[src/rtl/lmt_pkg.sv]
package lmt_pkg;
   typedef enum logic {
      MODE_RUN  = 1'b0,
      MODE_TEST = 1'b1
   } lmt_mode_e;

   // bit positions of the request inputs inside the synchroniser vector
   localparam int IDX_START  = 0;
   localparam int IDX_CLEAR  = 1;
   localparam int IDX_TOGGLE = 2;
   localparam int IDX_STEP   = 3;
   localparam int N_CTRL     = 4;
endpackage

[src/rtl/lmt_sync.sv]
module lmt_sync #(
   parameter int N_BITS = 4,
   parameter int STAGES = 2
) (
   input  logic              clk,
   input  logic              por_clr,
   input  logic              tick,
   input  logic [N_BITS-1:0] din,
   output logic [N_BITS-1:0] lvl,
   output logic [N_BITS-1:0] dly
);
   initial begin : p_cfg
      if (STAGES < 1) $fatal(1, "lmt_sync: STAGES must be at least 1");
      if (N_BITS < 1) $fatal(1, "lmt_sync: N_BITS must be at least 1");
   end

   for (genvar b = 0; b < N_BITS; b++) begin : g_bit
      logic [STAGES-1:0] chain;
      logic              prev;

      if (STAGES == 1) begin : g_one
         always_ff @(posedge clk) begin
            if (por_clr)   chain <= '0;
            else if (tick) chain <= din[b];
         end
      end else begin : g_multi
         always_ff @(posedge clk) begin
            if (por_clr)   chain <= '0;
            else if (tick) chain <= {chain[STAGES-2:0], din[b]};
         end
      end

      always_ff @(posedge clk) begin
         if (por_clr)   prev <= 1'b0;
         else if (tick) prev <= chain[STAGES-1];
      end

      assign lvl[b] = chain[STAGES-1];
      assign dly[b] = prev;
   end
endmodule

[src/rtl/lmt_trig_filter.sv]
module lmt_trig_filter #(
   parameter int CNT_W  = 4,
   parameter int ACCEPT = 8
) (
   input  logic clk,
   input  logic por_clr,
   input  logic tick,
   input  logic level,
   output logic act
);
   localparam logic [CNT_W-1:0] LIMIT = CNT_W'(ACCEPT);

   initial begin : p_cfg
      if (ACCEPT < 8 || ACCEPT > 16)
         $fatal(1, "lmt_trig_filter: ACCEPT must lie in 8..16");
      if (ACCEPT > (1 << CNT_W) - 1)
         $fatal(1, "lmt_trig_filter: CNT_W too narrow for ACCEPT");
   end

   logic [CNT_W-1:0] cnt_q;

   always_ff @(posedge clk) begin
      if (por_clr) begin
         cnt_q <= '0;
      end else if (tick) begin
         if (!level)              cnt_q <= '0;
         else if (cnt_q != LIMIT) cnt_q <= cnt_q + CNT_W'(1);
      end
   end

   assign act = (cnt_q == LIMIT);
endmodule

[src/rtl/lmt_divider.sv]
module lmt_divider #(
   parameter int STAGES = 20
) (
   input  logic              clk,
   input  logic              por_clr,
   input  logic              tick,
   input  logic              clr,
   input  logic              inc,
   output logic [STAGES-1:0] cnt_o,
   output logic              top_hit
);
   initial begin : p_cfg
      if (STAGES < 2) $fatal(1, "lmt_divider: STAGES must be at least 2");
   end

   logic [STAGES-1:0] q;
   logic [STAGES-1:0] carry;

   assign carry[0] = tick & inc & ~clr;

   for (genvar i = 0; i < STAGES; i++) begin : g_stage
      always_ff @(posedge clk) begin
         if (por_clr)          q[i] <= 1'b0;
         else if (tick && clr) q[i] <= 1'b0;
         else if (carry[i])    q[i] <= ~q[i];
      end
      if (i < STAGES - 1) begin : g_carry
         assign carry[i+1] = carry[i] & q[i];
      end
   end

   assign cnt_o   = q;
   assign top_hit = carry[STAGES-1] & ~q[STAGES-1];
endmodule

[src/rtl/lmt_ctrl.sv]
module lmt_ctrl
   import lmt_pkg::*;
(
   input  logic      clk,
   input  logic      por_clr,
   input  logic      tick,
   input  logic      start_lvl,
   input  logic      start_dly,
   input  logic      clear_lvl,
   input  logic      clear_dly,
   input  logic      tog_lvl,
   input  logic      tog_dly,
   input  logic      step_lvl,
   input  logic      step_dly,
   input  logic      tog_act,
   input  logic      top_hit,
   output logic      div_clr,
   output logic      div_inc,
   output logic      pulse_q,
   output lmt_mode_e mode_q
);
   logic      run_q, run_n;
   logic      pulse_n;
   lmt_mode_e mode_n;
   logic      act_d;

   logic start_rise, clear_rise, step_rise, tog_rise;
   assign start_rise = start_lvl & ~start_dly;
   assign clear_rise = clear_lvl & ~clear_dly;
   assign step_rise  = step_lvl & ~step_dly;
   assign tog_rise   = tog_act & ~act_d;

   always_comb begin
      mode_n  = mode_q;
      pulse_n = pulse_q;
      run_n   = run_q;
      div_clr = 1'b0;
      div_inc = 1'b0;
      unique case (mode_q)
         MODE_RUN: begin
            if (clear_lvl) begin
               div_clr = 1'b1;
               run_n   = 1'b0;
               if (clear_rise && (start_dly || tog_dly)) mode_n  = MODE_TEST;
               else                                      pulse_n = 1'b0;
            end else if (start_rise) begin
               pulse_n = 1'b1;
               run_n   = 1'b1;
               div_clr = 1'b1;
            end else if (tog_rise) begin
               pulse_n = ~pulse_q;
               run_n   = ~pulse_q;
               div_clr = 1'b1;
            end else if (run_q) begin
               div_inc = 1'b1;
               if (top_hit) begin
                  pulse_n = 1'b0;
                  run_n   = 1'b0;
               end
            end else begin
               div_clr = 1'b1;
            end
         end
         MODE_TEST: begin
            if (clear_rise && !start_lvl && !tog_lvl) begin
               mode_n  = MODE_RUN;
               pulse_n = 1'b0;
               div_clr = 1'b1;
            end else begin
               div_inc = step_rise;
               if (top_hit) pulse_n = 1'b0;
            end
         end
         default: ;
      endcase
   end

   always_ff @(posedge clk) begin
      if (por_clr) begin
         mode_q  <= MODE_RUN;
         pulse_q <= 1'b0;
         run_q   <= 1'b0;
         act_d   <= 1'b0;
      end else if (tick) begin
         mode_q  <= mode_n;
         pulse_q <= pulse_n;
         run_q   <= run_n;
         act_d   <= tog_act;
      end
   end
endmodule

[src/rtl/lmt_oneshot.sv]
module lmt_oneshot
   import lmt_pkg::*;
#(
   parameter int DIV_STAGES  = 20,
   parameter int SYNC_STAGES = 2,
   parameter int FILT_W      = 4,
   parameter int TRIG_ACCEPT = 8
) (
   input  logic clk,
   input  logic por_clr,
   input  logic osc_tick,
   input  logic start_in,
   input  logic clear_in,
   input  logic toggle_in,
   input  logic test_step_in,
   output logic pulse_out
);
   logic [N_CTRL-1:0]     raw_req;
   logic [N_CTRL-1:0]     sync_lvl;
   logic [N_CTRL-1:0]     sync_dly;
   logic                  tog_act;
   logic                  div_clr, div_inc, top_hit;
   logic [DIV_STAGES-1:0] div_cnt;
   lmt_mode_e             mode_q;

   always_comb begin
      raw_req             = '0;
      raw_req[IDX_START]  = start_in;
      raw_req[IDX_CLEAR]  = clear_in;
      raw_req[IDX_TOGGLE] = toggle_in;
      raw_req[IDX_STEP]   = test_step_in;
   end

   lmt_sync #(.N_BITS(N_CTRL), .STAGES(SYNC_STAGES)) u_sync (
      .clk(clk), .por_clr(por_clr), .tick(osc_tick),
      .din(raw_req), .lvl(sync_lvl), .dly(sync_dly)
   );

   lmt_trig_filter #(.CNT_W(FILT_W), .ACCEPT(TRIG_ACCEPT)) u_filt (
      .clk(clk), .por_clr(por_clr), .tick(osc_tick),
      .level(sync_lvl[IDX_TOGGLE]), .act(tog_act)
   );

   lmt_divider #(.STAGES(DIV_STAGES)) u_div (
      .clk(clk), .por_clr(por_clr), .tick(osc_tick),
      .clr(div_clr), .inc(div_inc), .cnt_o(div_cnt), .top_hit(top_hit)
   );

   lmt_ctrl u_ctrl (
      .clk(clk), .por_clr(por_clr), .tick(osc_tick),
      .start_lvl(sync_lvl[IDX_START]),  .start_dly(sync_dly[IDX_START]),
      .clear_lvl(sync_lvl[IDX_CLEAR]),  .clear_dly(sync_dly[IDX_CLEAR]),
      .tog_lvl(sync_lvl[IDX_TOGGLE]),   .tog_dly(sync_dly[IDX_TOGGLE]),
      .step_lvl(sync_lvl[IDX_STEP]),    .step_dly(sync_dly[IDX_STEP]),
      .tog_act(tog_act), .top_hit(top_hit),
      .div_clr(div_clr), .div_inc(div_inc),
      .pulse_q(pulse_out), .mode_q(mode_q)
   );
endmodule

[config.mk]
export PLATFORM = sky130hd
export DESIGN_NAME = lmt_oneshot
export DESIGN_NICKNAME = d
export VERILOG_FILES = /design/src/rtl/lmt_pkg.sv /design/src/rtl/lmt_sync.sv /design/src/rtl/lmt_trig_filter.sv /design/src/rtl/lmt_divider.sv /design/src/rtl/lmt_ctrl.sv /design/src/rtl/lmt_oneshot.sv
export SDC_FILE = /design/constraint.sdc
export NUM_CORES = 1
export LEC_CHECK = 0
export BUFFER_PORTS_ARGS = -buffer_cell sky130_fd_sc_hd__buf_2
export CAP_MARGIN = 5
export CORE_MARGIN = 5
export CORE_UTILIZATION = 38
export CTS_BUF_LIST = sky130_fd_sc_hd__clkbuf_16
export DETAILED_ROUTE_END_ITERATION = 10
export GPL_ROUTABILITY_DRIVEN = 0
export HOLD_SLACK_MARGIN = 0.08
export SETUP_SLACK_MARGIN = 0.1
export SYNTH_ARGS = -nofsm -noshare
export SYNTH_HDL_FRONTEND = slang
export SYNTH_SLANG_ARGS = --single-unit
[constraint.sdc]
create_clock -name clk -period 2.45 [get_ports clk]
set_input_delay 0.245 -clock clk [delete_from_list [all_inputs] [get_ports clk]]
set_output_delay 0.245 -clock clk [all_outputs]
set_load 0.005 [all_outputs]
==> key figures <==
Run status
  – Status: finished, final reports clean

Synth
  – Mapped Area: 0.00198 mm^2
  – Library cells used by synthesis: 43
  – Yosys reg bits: 40
  – Post-synthesis sequential area ratio: 0.404
  – Top cells by area, synth: dfxtp_1 40%, nor2_1 6.6%, mux2i_1 5.5%
  – Syn Nets: 227
  – Syn Area/Cell: ~9.1 um^2
  – Yosys warning count: 0
  – Mapped Cells: 218
  – Leading area contributor after synthesis: dfxtp_1
  – Post-synth top area share: 0.404

Critical path
  – CP required: about 2.7 ns
  – Worst r2r dst: u_div.cnt_o[18]
  – Reg2Reg Setup Slack: approximately 0.33 ns
  – CP Cell Sequence: inv_1 -> ha_1 -> nand4bb_1 -> and4_1 -> o2111ai_4 -> or3_1 -> a21oi_1
  – Reg2reg start: u_filt.cnt_q[0]
  – FF-to-FF path depth: 7
  – Worst setup SP type: flip-flop
  – Critical Path AT: 2.33 ns
  – Crit Path Class: reg -> reg
  – Crit path max fanout: 9
  – Bufs and invs on worst path: 1
  – Worst path slowest cell: and4_1
  – Worst path max stage delay: 0.46 ns
  – CP endpoint kind: flip-flop
  – Family with the most delay on the worst path: simple AND/OR/NAND/NOR gates

Power and ir drop
  – Clk network pwr share: 0.489
  – Gate power share: 0.065
  – Internal Power: roughly 1.2 mW
  – Part of the power in registers: 0.446
  – Sw Share: 0.222
  – Peak supply drop: 0.000405 V
  – PD cells: around 670 mW/mm^2
  – Psw: 336 uW
  – Lkg Pwr: 0.851 nW

CTS
  – Sink Count: 40
  – Post-CTS resize count: 0
  – Clk Latency, worst-skew pair: between 0.2 and 0.3 ns
  – Clk pin slew, worst setup/hold paths: approximately 0.06 ns
  – Cts hold-fix bufs: 0
  – CTS root buffer: clkbuf_16
  – Setup bufs post-CTS: 0
  – TritonCTS buffer count: 5
  – H-tree Lvls: 2
  – Longest Clk Path Bufs: 2
  – CTS tree: yes

Timing
  – Fmax: around 470 MHz
  – Setup TNS: 0 ns
  – Worst slew pin tran: 0.593 ns
  – Minimum clock period: about 2.1 ns
  – Final Cycle Share: 0.864
  – Unrepaired setup endpoints after global routing: no
  – # setup viols final: 0
  – Clock skew: 0.00685 ns
  – Max-slew violation count: 0
  – Max_slew headroom: 0.600
  – Fin. Hold Viols: 0

Layout
  – Layout cells sized above 1: 0.162
  – Non-Filler Instances: about 300
  – Final Net Count: about 240
  – Area grow syn2layout: 14.4%
  – Diode count: 0

Routing
  – Starting DRT DRC Count: 48
  – Post-DRT Antenna Nets: 0
  – Drt pass-1 iters: 4
  – Vias/cell: 5.10
  – Post-detailed-route wirelength per cell: ~12 um
  – Post-route DRC violation count: 0
  – Vias: roughly 1,500
  – Routed WL: between 3 and 4 mm

Floorplanning
  – Count of standard-cell rows: 26
  – Area of the core: around 0.005 mm^2
  – Initial core utilization: 0.391
  – Die ar.: 0.00677 mm^2
  – Die width: 82.3 um
  – # IOs: 8
  – Die Span Y: 82.3 um

Global route
  – Total GRT Usage: 0.125
  – First-pass GRT wire length: approximately 6.5 mm
  – Grt ovf: 0
  – Largest net degree at the start of global routing: 26
  – Vias in the first global route: approximately 1,400
  – Initial antenna violation count: 0

Placed design
  – Post-detail-place hpwl: roughly 2.4 mm
  – IO Port Bufs: 7
  – Placed Instances: 291

Worst hold path
  – Hold Path Stages: 3
  – Hold Path End: u_sync.g_bit[1].chain[0]
  – Hold path start: clear_in
  – Hold Path Class: in -> reg

Run
  – Max-Cap Viols: 0
-- routing by layer --
layer / track usage / up-vias / wire length, um
met1: 0.158 / 710 / 1870
li1: - / 799 / -
met4: 0.0565 / 0 / 46
met2: 0.196 / 11 / 1720
met5: 0 / - / 0
met3: 0.0347 / 5 / 103
-- stage by stage --
stage / worst slack (ns) / cell area [um^2] / power, mW / hold slack, ns / utilization
4_1_cts: 0.335 / 2270 / 1.53 / 0.192 / 0.447
6_report: 0.334 / 2270 / 1.51 / 0.196 / 0.447
3_3_place_gp: 0.414 / 2100 / 0.787 / 0.467 / 0.414
3_5_place_dp: 0.357 / 2100 / 0.788 / 0.473 / 0.414
5_1_grt: 0.217 / 2270 / 1.58 / 0.202 / 0.447
2_1_floorplan: 0.579 / 1980 / 0.759 / 0.333 / -
-- synth_stat cells --
master / instances
a2111oi_0: 1
a211oi_1: 1
a21oi_1: 12
a22oi_1: 1
a2bb2oi_1: 1
a31oi_1: 1
a41oi_1: 1
and2_1: 6
and3_1: 5
and4_1: 6
buf_1: 2
buf_2: 3
buf_6: 2
clkbuf_1: 5
dfxtp_1: 40
ha_1: 2
inv_1: 10
mux2i_1: 11
nand2_1: 11
nand2b_1: 1
nand3_1: 4
nand3b_1: 1
nand4_1: 1
nand4bb_1: 1
nor2_1: 35
nor2_2: 1
nor2b_1: 1
nor3_1: 3
nor4b_1: 1
o2111ai_1: 4
o2111ai_2: 6
o2111ai_4: 1
o211ai_1: 1
o211ai_2: 5
o21a_1: 1
o21ai_0: 6
o21bai_2: 1
o22ai_1: 1
o41ai_1: 1
or3_1: 5
or4b_1: 1
xnor2_1: 3
xor2_1: 12
-- tightest hold or removal path: cells and delay by family --
kind / cells / cell delay, ns
muxes: 1 / 0.05
and+or+nand+nor: 1 / 0.07
buffers and inverters: 1 / 0.07
-- layout make-up --
class | instances | area, um^2
Fill cell | 521 | 2800
Clock buffer | 5 | 125
Clock inverter | 3 | 42.5
Sequential cell | 40 | 801
Tap cell | 70 | 87.6
Multi-Input combinational cell | 156 | 1080
Inverter | 10 | 37.5
Timing Repair Buffer | 15 | 95.1
-- power groups by stage --
stage | combinational [mW] | sequential (mW) | clock (mW)
6_report | 0.0984 | 0.675 | 0.742
5_1_grt | 0.110 | 0.676 | 0.792
4_1_cts | 0.0997 | 0.675 | 0.760
3_5_place_dp | 0.0991 | 0.689 | 0
3_3_place_gp | 0.0983 | 0.689 | 0
2_1_floorplan | 0.0720 | 0.687 | 0
-- worst max-delay path by stage --
stage                          startpoint               to  cells past startpoint
after CTS                 u_filt.cnt_q[0]  u_div.cnt_o[18]                      7
after floorplan           u_filt.cnt_q[0]  u_div.cnt_o[18]                      8
final                     u_filt.cnt_q[0]  u_div.cnt_o[18]                      7
after global placement    u_filt.cnt_q[0]  u_div.cnt_o[18]                      7
after detailed placement  u_filt.cnt_q[0]  u_div.cnt_o[19]                      7
after global routing      u_filt.cnt_q[0]  u_div.cnt_o[18]                      7
-- cells in the final DEF, fill, tap and decap left out, types with 2 or more instances in the layout --
| master | netlist | final |
|---|---|---|
| dfxtp_1 | 40 | 40 |
| nor2_1 | 35 | 35 |
| a21oi_1 | 12 | 12 |
| xor2_1 | 12 | 12 |
| nand2_1 | 11 | 11 |
| mux2i_1 | 11 | 11 |
| inv_1 | 10 | 10 |
| buf_4 | 0 | 8 |
| buf_2 | 3 | 7 |
| and4_1 | 6 | 6 |
| and2_1 | 6 | 6 |
| o21ai_0 | 6 | 6 |
| o2111ai_2 | 6 | 6 |
| and3_1 | 5 | 5 |
| or3_1 | 5 | 5 |
| o211ai_2 | 5 | 5 |
| clkbuf_16 | 0 | 5 |
| o2111ai_1 | 4 | 4 |
| nand3_1 | 4 | 4 |
| nor3_1 | 3 | 3 |
| xnor2_1 | 3 | 3 |
| ha_1 | 2 | 2 |
-- registers in the layout (all words and copies together), names as in the netlist --
register and cells:
u_sync.g_bit.chain 8, u_ctrl.mode_q 1, u_ctrl.act_d 1, u_ctrl.run_q 1, u_sync.g_bit.prev 4, u_div.cnt_o 20
u_filt.cnt_q 4, u_ctrl.pulse_q 1
-- kinds of logic after synthesis --
logic type / after synthesis / share of synthesized area
buffers and inverters: 22 / 0.0511
AO/OA/AOI/OAI: 45 / 0.198
AND/OR/NAND/NOR: 83 / 0.213
adder cells (fa/ha/maj): 2 / 0.0126
XOR/XNOR: 15 / 0.0662
multiplexers: 11 / 0.0555
flip-flops: 40 / 0.404
Power figures use the tool's default switching activity.
